$ cat src/rtl/vsd_pkg.sv
package vsd_pkg;
  // strobes from window control to the divider datapath
  typedef struct packed {
    logic restart;  // clear divider, emit field start
    logic accept;   // restart caused by an in-window sync event
  } divStrobe_t;
endpackage

$ cat src/rtl/vsd_datapath.sv
module vsd_datapath
  import vsd_pkg::*;
#(
  parameter int CNT_W      = 10,
  parameter int CNT_LIMIT  = 628,
  parameter int SYNC_DEPTH = 2,
  parameter int ATF_END50  = 10,
  parameter int ATF_END60  = 12
) (
  input  logic             clk,
  input  logic             rstN,
  input  logic             vSyncIn,
  input  divStrobe_t       st,
  input  logic             is60Hz,
  input  logic             lockWin,
  input  logic [CNT_W-1:0] atfStart,
  output logic             syncEdge,
  output logic [CNT_W-1:0] cnt,
  output logic             fieldStart,
  output logic             atfGate
);
  localparam logic [CNT_W-1:0] END50 = CNT_W'(ATF_END50);
  localparam logic [CNT_W-1:0] END60 = CNT_W'(ATF_END60);
  localparam logic [CNT_W-1:0] LIMIT = CNT_W'(CNT_LIMIT);

  // synchronizer chain plus one delay stage for edge detection
  logic [SYNC_DEPTH:0] syncQ;

  always_ff @(posedge clk or negedge rstN) begin
    if (!rstN) syncQ <= '0;
    else       syncQ <= {syncQ[SYNC_DEPTH-1:0], vSyncIn};
  end

  assign syncEdge = syncQ[SYNC_DEPTH-1] & ~syncQ[SYNC_DEPTH];

  always_ff @(posedge clk or negedge rstN) begin
    if (!rstN) begin
      cnt        <= '0;
      fieldStart <= 1'b0;
    end else begin
      cnt        <= st.restart ? '0 : cnt + 1'b1;
      fieldStart <= st.restart;
    end
  end

  logic [CNT_W-1:0] atfEnd;
  assign atfEnd  = is60Hz ? END60 : END50;
  assign atfGate = (cnt < atfEnd) || (lockWin && (cnt >= atfStart));


  cnt_bound_chk: assert property (@(posedge clk) disable iff (!rstN)
    cnt <= LIMIT);


  start_single_chk: assert property (@(posedge clk) disable iff (!rstN)
    fieldStart |=> !fieldStart);


  start_zero_chk: assert property (@(posedge clk) disable iff (!rstN)
    fieldStart |-> (cnt == '0));
endmodule

$ cat src/rtl/vsd_control.sv
module vsd_control
  import vsd_pkg::*;
#(
  parameter int CNT_W     = 10,
  parameter int SRCH_LO   = 488,
  parameter int SRCH_HI   = 628,
  parameter int STD_SPLIT = 576,
  parameter int L60_LO    = 522,
  parameter int L60_HI    = 528,
  parameter int L50_LO    = 622,
  parameter int L50_HI    = 628,
  parameter int CONF_W    = 4,
  parameter int CONF_DROP = 10
) (
  input  logic             clk,
  input  logic             rstN,
  input  logic             syncEdge,
  input  logic [CNT_W-1:0] cnt,
  output divStrobe_t       st,
  output logic             is60Hz,
  output logic             lockWin,
  output logic [CNT_W-1:0] atfStart
);
  localparam logic [CNT_W-1:0]  S_LO  = CNT_W'(SRCH_LO);
  localparam logic [CNT_W-1:0]  S_HI  = CNT_W'(SRCH_HI);
  localparam logic [CNT_W-1:0]  SPLIT = CNT_W'(STD_SPLIT);
  localparam logic [CNT_W-1:0]  A_LO  = CNT_W'(L60_LO);
  localparam logic [CNT_W-1:0]  A_HI  = CNT_W'(L60_HI);
  localparam logic [CNT_W-1:0]  B_LO  = CNT_W'(L50_LO);
  localparam logic [CNT_W-1:0]  B_HI  = CNT_W'(L50_HI);
  localparam logic [CONF_W-1:0] C_MAX = {CONF_W{1'b1}};
  localparam logic [CONF_W-1:0] C_LOW = CONF_W'(CONF_DROP);

  logic [CONF_W-1:0] conf, confNext;
  logic [CNT_W-1:0]  winLo, winHi;
  logic inWin, accept, reject, endMiss, pulse60, inLockSpan, lockNext;

  always_comb begin
    if (lockWin) begin
      winLo = is60Hz ? A_LO : B_LO;
      winHi = is60Hz ? A_HI : B_HI;
    end else begin
      winLo = S_LO;
      winHi = S_HI;
    end
  end

  assign inWin      = (cnt >= winLo) && (cnt <= winHi);
  assign accept     = syncEdge && inWin;
  assign reject     = syncEdge && !inWin;
  assign endMiss    = !accept && (cnt == winHi);
  assign pulse60    = cnt < SPLIT;
  assign inLockSpan = pulse60 ? ((cnt >= A_LO) && (cnt <= A_HI))
                              : ((cnt >= B_LO) && (cnt <= B_HI));
  assign atfStart   = is60Hz ? A_LO : B_LO;

  always_comb begin
    st.restart = accept || endMiss;
    st.accept  = accept;
  end

  always_comb begin
    confNext = conf;
    if (accept) begin
      if (conf != C_MAX) confNext = conf + 1'b1;
    end else if (reject || endMiss) begin
      if (conf != '0) confNext = conf - 1'b1;
    end
  end

  always_comb begin
    lockNext = lockWin;
    if (accept && (confNext == C_MAX) && inLockSpan) lockNext = 1'b1;
    else if (confNext < C_LOW)                        lockNext = 1'b0;
  end

  always_ff @(posedge clk or negedge rstN) begin
    if (!rstN) begin
      conf    <= '0;
      lockWin <= 1'b0;
      is60Hz  <= 1'b0;
    end else begin
      conf    <= confNext;
      lockWin <= lockNext;
      if (accept) is60Hz <= pulse60;
    end
  end


  lock_entry_chk: assert property (@(posedge clk) disable iff (!rstN)
    $rose(lockWin) |-> $past(st.accept));


  lock_span_chk: assert property (@(posedge clk) disable iff (!rstN)
    $rose(lockWin) |-> ((($past(cnt) >= A_LO) && ($past(cnt) <= A_HI)) ||
                        (($past(cnt) >= B_LO) && ($past(cnt) <= B_HI))));


  lock_exit_chk: assert property (@(posedge clk) disable iff (!rstN)
    $fell(lockWin) |-> ($past(syncEdge) || $past(st.restart)));


  std_hold_chk: assert property (@(posedge clk) disable iff (!rstN)
    (is60Hz != $past(is60Hz)) |-> $past(st.accept));
endmodule

$ cat src/rtl/vert_sync_divider.sv
module vert_sync_divider
  import vsd_pkg::*;
#(
  parameter int CNT_W      = 10,
  parameter int SYNC_DEPTH = 2,
  parameter int SRCH_LO    = 488,
  parameter int SRCH_HI    = 628,
  parameter int STD_SPLIT  = 576,
  parameter int L60_LO     = 522,
  parameter int L60_HI     = 528,
  parameter int L50_LO     = 622,
  parameter int L50_HI     = 628,
  parameter int CONF_W     = 4,
  parameter int CONF_DROP  = 10,
  parameter int ATF_END50  = 10,
  parameter int ATF_END60  = 12
) (
  input  logic clk,
  input  logic rstN,
  input  logic vSyncIn,
  output logic fieldStart,
  output logic is60Hz,
  output logic lockWin,
  output logic atfGate
);
  localparam int CNT_LIMIT = (SRCH_HI > L50_HI) ? SRCH_HI : L50_HI;

  divStrobe_t       st;
  logic             syncEdge;
  logic [CNT_W-1:0] cnt;
  logic [CNT_W-1:0] atfStart;

  vsd_control #(
    .CNT_W(CNT_W), .SRCH_LO(SRCH_LO), .SRCH_HI(SRCH_HI), .STD_SPLIT(STD_SPLIT),
    .L60_LO(L60_LO), .L60_HI(L60_HI), .L50_LO(L50_LO), .L50_HI(L50_HI),
    .CONF_W(CONF_W), .CONF_DROP(CONF_DROP)
  ) ctrl_i (
    .clk(clk), .rstN(rstN), .syncEdge(syncEdge), .cnt(cnt), .st(st),
    .is60Hz(is60Hz), .lockWin(lockWin), .atfStart(atfStart)
  );

  vsd_datapath #(
    .CNT_W(CNT_W), .CNT_LIMIT(CNT_LIMIT), .SYNC_DEPTH(SYNC_DEPTH),
    .ATF_END50(ATF_END50), .ATF_END60(ATF_END60)
  ) dp_i (
    .clk(clk), .rstN(rstN), .vSyncIn(vSyncIn), .st(st), .is60Hz(is60Hz),
    .lockWin(lockWin), .atfStart(atfStart), .syncEdge(syncEdge), .cnt(cnt),
    .fieldStart(fieldStart), .atfGate(atfGate)
  );
endmodule

$ cat config.mk
export PLATFORM = sky130hd
export DESIGN_NAME = vert_sync_divider
export DESIGN_NICKNAME = d
export VERILOG_FILES = /design/src/rtl/vsd_pkg.sv /design/src/rtl/vsd_datapath.sv /design/src/rtl/vsd_control.sv /design/src/rtl/vert_sync_divider.sv
export SDC_FILE = /design/constraint.sdc
export NUM_CORES = 1
export LEC_CHECK = 0
export CAP_MARGIN = 40
export CORE_MARGIN = 5
export CORE_UTILIZATION = 45
export CTS_CLUSTER_SIZE = 8
export DETAILED_ROUTE_END_ITERATION = 7
export PLACE_DENSITY_LB_ADDON = 0.15
export SLEW_MARGIN = 20
export SYNTH_ARGS = -nofsm -noshare
export SYNTH_HDL_FRONTEND = slang
export SYNTH_HIERARCHICAL = 1
export SYNTH_SLANG_ARGS = --single-unit
export TNS_END_PERCENT = 5
$ cat constraint.sdc
create_clock -name clk -period 3.1 [get_ports clk]
set_clock_uncertainty 0.15 [all_clocks]
set_input_delay 0.31 -clock clk [delete_from_list [all_inputs] [get_ports clk]]
set_output_delay 0.31 -clock clk [all_outputs]
set_load 0.05 [all_outputs]
# After elaboration in Yosys (flattened, before gate mapping)
# Cells that the tools add are included.
classes:
  bitwise_logic: 2
  muxes: 13
  n_addsub: 3
  n_reduce_logical: 16
  order_cmp: 10
  n_eq_ne: 3
ops:
  columns: ["operator", "count"]
  rows:
  - ["$mux W10", 3]
  - ["$ge A10 B10 Y1", 2]
  - ["$ge A10 B10 Y1 const B", 2]
  - ["$le A10 B10 Y1 const B", 2]
  - ["$mux W4", 4]
  - ["$mux W7", 2]
  - ["$add A10 B1 Y10 const B", 1]
  - ["$eq A10 B10 Y1", 1]
  - ["$le A10 B10 Y1", 1]
  - ["$lt A10 B10 Y1", 1]
  - ["$lt A10 B10 Y1 const B", 1]
  - ["$logic_and A1 B1 Y1", 9]
  - ["$add A4 B1 Y4 const B", 1]
  - ["$eq A4 B4 Y1 const B", 1]
  - ["$lt A4 B4 Y1 const B", 1]
  - ["$ne A4 B4 Y1 const B", 1]
  - ["$reduce_bool A4 Y1", 1]
  - ["$sub A4 B1 Y4 const B", 1]
  - ["$logic_or A1 B1 Y1", 3]
  - ["$mux W1", 3]
  - ["$mux W3", 1]
  - ["$logic_not A1 Y1", 2]
  - ["$reduce_bool A2 Y1", 1]
  - ["$and A1 B1 Y1", 1]
  - ["$not A1 Y1", 1]
word_totals:
  inputBits: 3
  regBits: 20
  word_cells: 53
  output_inout_bits: 4

# Longest topological paths before layout
logic_depth:
  depth_word: 14
  depth_mapped: 13
  mapped_depth_nobuf: 11

# Cells and area by module
# The synthesis kept the hierarchy.
modules_own_cells:
  columns: ["module", "cells_each", "area_each_um2", "seq_area_each_um2", "instances"]
  rows:
  - ["vsd_control", 108, 964.7, 150.1, 1]
  - ["vsd_datapath", 89, 860.8, 350.3, 1]

# Least setup slack after synthesis
# No wires, ideal clock.
synth_path:
  path_kind: "register -> register"
  from: "register ctrl_i.lockWin"
  to: "register ctrl_i.lockWin"
  t_required_ns: 2.872
  path_slack_ns: 0.135
  stages_incl_launch_ff: 13
  period_less_slack_ns: 2.965
  path_buffers: 1
  arrival_time_ns: 2.737
  setup_time_ns: 0.078
  cell_sequence: "dfrtp_1 and2_4 buf_12 inv_1 ha_1 nand2b_1 o2111ai_1 and4b_4 o32a_4 mux2i_1 a221oi_4 o21ai_1 a21boi_1"
synth_via:
  elab_chain_cells: 13
  word_cells_on_any_way: 20
  cone_classes: "3 x order compare; 2 x eq/ne; 5 x mux; 10 x reduce/logical"
synth_rtl:
  columns: ["element", "line", "text"]
  rows:
  - ["start, declared", "vsd_control.sv:21", "output logic lockWin,"]
  - ["start signal, assigned", "vsd_control.sv:84", "lockWin <= lockNext;"]
  - ["$mux W10", "vsd_control.sv:39", "if (lockWin) begin"]
  - ["$ge A10 B10 Y1 or $le A10 B10 Y1 (tied branches)", "vsd_control.sv:48", "assign inWin = (cnt >= winLo) && (cnt <= winHi);"]
  - ["$logic_and A1 B1 Y1", "vsd_control.sv:48", null]
  - ["$logic_and A1 B1 Y1", "vsd_control.sv:49", "assign accept = syncEdge && inWin;"]
  - ["$logic_not A1 Y1", "vsd_control.sv:51", "assign endMiss = !accept && (cnt == winHi);"]
  - ["$logic_and A1 B1 Y1", "vsd_control.sv:51", null]
  - ["$logic_or A1 B1 Y1", "vsd_control.sv:66", "end else if (reject || endMiss) begin"]
  - ["$mux W4", "vsd_control.sv:66", null]
  - ["$mux W4 (*)", "vsd_control.sv:64", "if (accept) begin"]
  - ["via ctrl_i.confNext[2]", "vsd_control.sv:34", "logic [CONF_W-1:0] conf, confNext;"]
  - ["parallel branches: the longest is 4 deep, another holds $lt A4 B4 Y1", null, null]
# Mark *: on every way through the listed nets, which the timed path passes.
# A chain may end at the register's enable or synchronous reset.

# Worst setup path after layout
layout_path:
  from: "register ctrl_i.is60Hz"
  to: "register ctrl_i.lockWin"
layout_via:
  elab_chain_cells: 14
  word_cells_on_any_way: 22
  cone_classes: "3 x order compare; 2 x eq/ne; 7 x mux; 10 x reduce/logical"
layout_rtl:
  columns: ["element", "line", "text"]
  rows:
  - ["start, declared", "vsd_control.sv:20", "output logic is60Hz,"]
  - ["start signal, assigned", "vsd_control.sv:85", "if (accept) is60Hz <= pulse60;"]
  - ["$mux W7 (on tied branches)", "vsd_control.sv:40, vsd_control.sv:41", null]
  - ["$mux W10", "vsd_control.sv:39", null]
  - ["$ge A10 B10 Y1 or $le A10 B10 Y1 (tied branches)", "vsd_control.sv:48", null]
  - ["$logic_and A1 B1 Y1", "vsd_control.sv:48", null]
  - ["$logic_and A1 B1 Y1", "vsd_control.sv:49", null]
  - ["$logic_not A1 Y1", "vsd_control.sv:51", null]
  - ["$logic_and A1 B1 Y1", "vsd_control.sv:51", null]
  - ["$logic_or A1 B1 Y1", "vsd_control.sv:66", null]
  - ["$mux W4", "vsd_control.sv:66", null]
  - ["$mux W4 (*)", "vsd_control.sv:64", null]
  - ["via ctrl_i.confNext[2]", "vsd_control.sv:34", null]
  - ["parallel branches: the longest is 4 deep, another holds $lt A4 B4 Y1", null, null]
# Marks and branches as above.

==> out/qor.csv <==
metric;value;unit
avgRoutedWirePerCell;14.1;um
grt_max_degree;15;
drc;0;
cts_sinks;20;
slew_headroom;61.9;%
vias;1394;
grt_first_pass_wirelength;6170;um
tritoncts;yes;
die_h;73.6;um
drive_gt1_share;14.5;%
num_rows;23;
rsz0062_at_grt;false;
layout_common_cells;inv_1 (24), ha_1 (21), dfrtp_1 (20), nor2_1 (14), a21oi_1 (11);
grt_util_all_layers;14.8;%
avgSynthCellArea;9.28;um^2
hold_buffers;0;
ir_drop;0.197;mV
cts.htree.levels;1;
p_leak;0.918;nW
worstSetupPathType;reg2reg;
ant_nets;0;
cts_resized;0;
fmax;367;MHz
drt_wl_total;3620;um
power_density;277;mW/mm^2
tns;0;ns
antenna_cells;0;
critPathMaxFanout;12;
area_growth;8.74;%
path_clk_slew;0.08;ns
yosysWarnings;6;
worstPathArrival;2.76;ns
status;complete, no violations;
r2r_cells;10;
postSynthCellCount;196;
gr-total-overflow;0;
grt_pass1_vias;1268;
clockRootBuffer;clkbuf_8;
finalCritPeriodShare;87.8;%
min_path_type;reg2reg;
die_x;73.6;um
setup_violations;0;
netlist_area;0.00182;mm^2
cp.required;3.14;ns
cp-start-kind;flop;
slew_viol_final;0;
routed_via_density;5.42;
postCtsSetupBuffers;0;
min_path_cells;0;
dieArea;0.00541;mm^2
hpwl;2880;um
antenna_found_initial;0;
finalHoldViolCount;0;
place.gp.congestion;0.813;
initial_core_util;45.8;%
numCtsBuffers;3;
drt-initial-drc-count;63;
cts.path.max_buffers;2;
core-area;0.00397;mm^2
worstMarginPinSlew;0.572;ns
port_buffers;6;
hold_ws;0.203;ns
final_common_cell;inv_1;
max_cap_violations;0;
crit_path_end_kind;flop;
io_pins;7;
clk_latency;0.26;ns
final_nets;232;
dr.pass1.iters;4;
fin_crit;2.72;ns
## sequential cells by signal, summed over array words and instances (netlist names)
name / count
ctrl_i/conf: 4
dp_i/fieldStart: 1
dp_i/cnt: 10
dp_i/syncQ: 3
ctrl_i/is60Hz: 1
ctrl_i/lockWin: 1
## per-layer routing
layer | vias up | GRT usage, % | wire length [um]
li1 | 697 | - | -
met1 | 662 | 22.0 | 1780
met2 | 29 | 22.2 | 1660
met3 | 6 | 2.05 | 134
met4 | 0 | 4.23 | 47
met5 | - | 0 | 0
## final timing paths
| check | start | end | slack, ns |
|---|---|---|---|
| max | ctrl_i/is60Hz | ctrl_i/lockWin | 0.38 |
| min | dp_i/syncQ[0] | dp_i/syncQ[1] | 0.20 |
| min in group asynchronous | rstN | dp_i/syncQ[1] | 0.22 |
| max reg2reg | ctrl_i/is60Hz | ctrl_i/lockWin | 0.38 |
| max in group asynchronous | rstN | ctrl_i/conf[3] | 2.12 |
| min reg2reg | dp_i/syncQ[0] | dp_i/syncQ[1] | 0.20 |
## cell type report
class,count,area (um^2)
clock inverters,1,30.0
clock buffers,3,41.3
flip-flops and latches,20,500
fillers,377,1990
multi-input cells,144,1120
well taps,50,62.6
inverters,24,90.1
repair buffers,15,129
## worst max-delay path: stages, from the launching register on
cell	delay, ns
dfrtp_1	0.42
and2_4	0.22
ha_1	0.35
nand4_1	0.11
nor2_1	0.17
o221a_2	0.24
o32a_4	0.27
mux2i_1	0.14
a221oi_4	0.33
nand4b_1	0.12
a21boi_1	0.13
## per-stage QoR
stage               util, %  instance area, um^2  setup slack (ns)  power, W  std cells
global placement       47.7                 1890             0.476  0.000289        252
finish                 49.8                 1980             0.377  0.000547        257
global route           49.8                 1980             0.160  0.000572        257
CTS                    49.8                 1980             0.389  0.000554        257
floorplan                 -                 1840             0.135  0.000286        201
detailed placement     48.0                 1910             0.404  0.000292        253
## power breakdown
group	total [W]	leakage, nW	internal (W)	switching (W)
Clock	0.000261	0.0357	0.000172	0.0000885
Combinational	0.0000231	0.624	0.00000998	0.0000131
Sequential	0.000263	0.258	0.000263	0.000000584
Total	0.000547	0.918	0.000445	0.000102
Power figures use the tool's default switching activity.
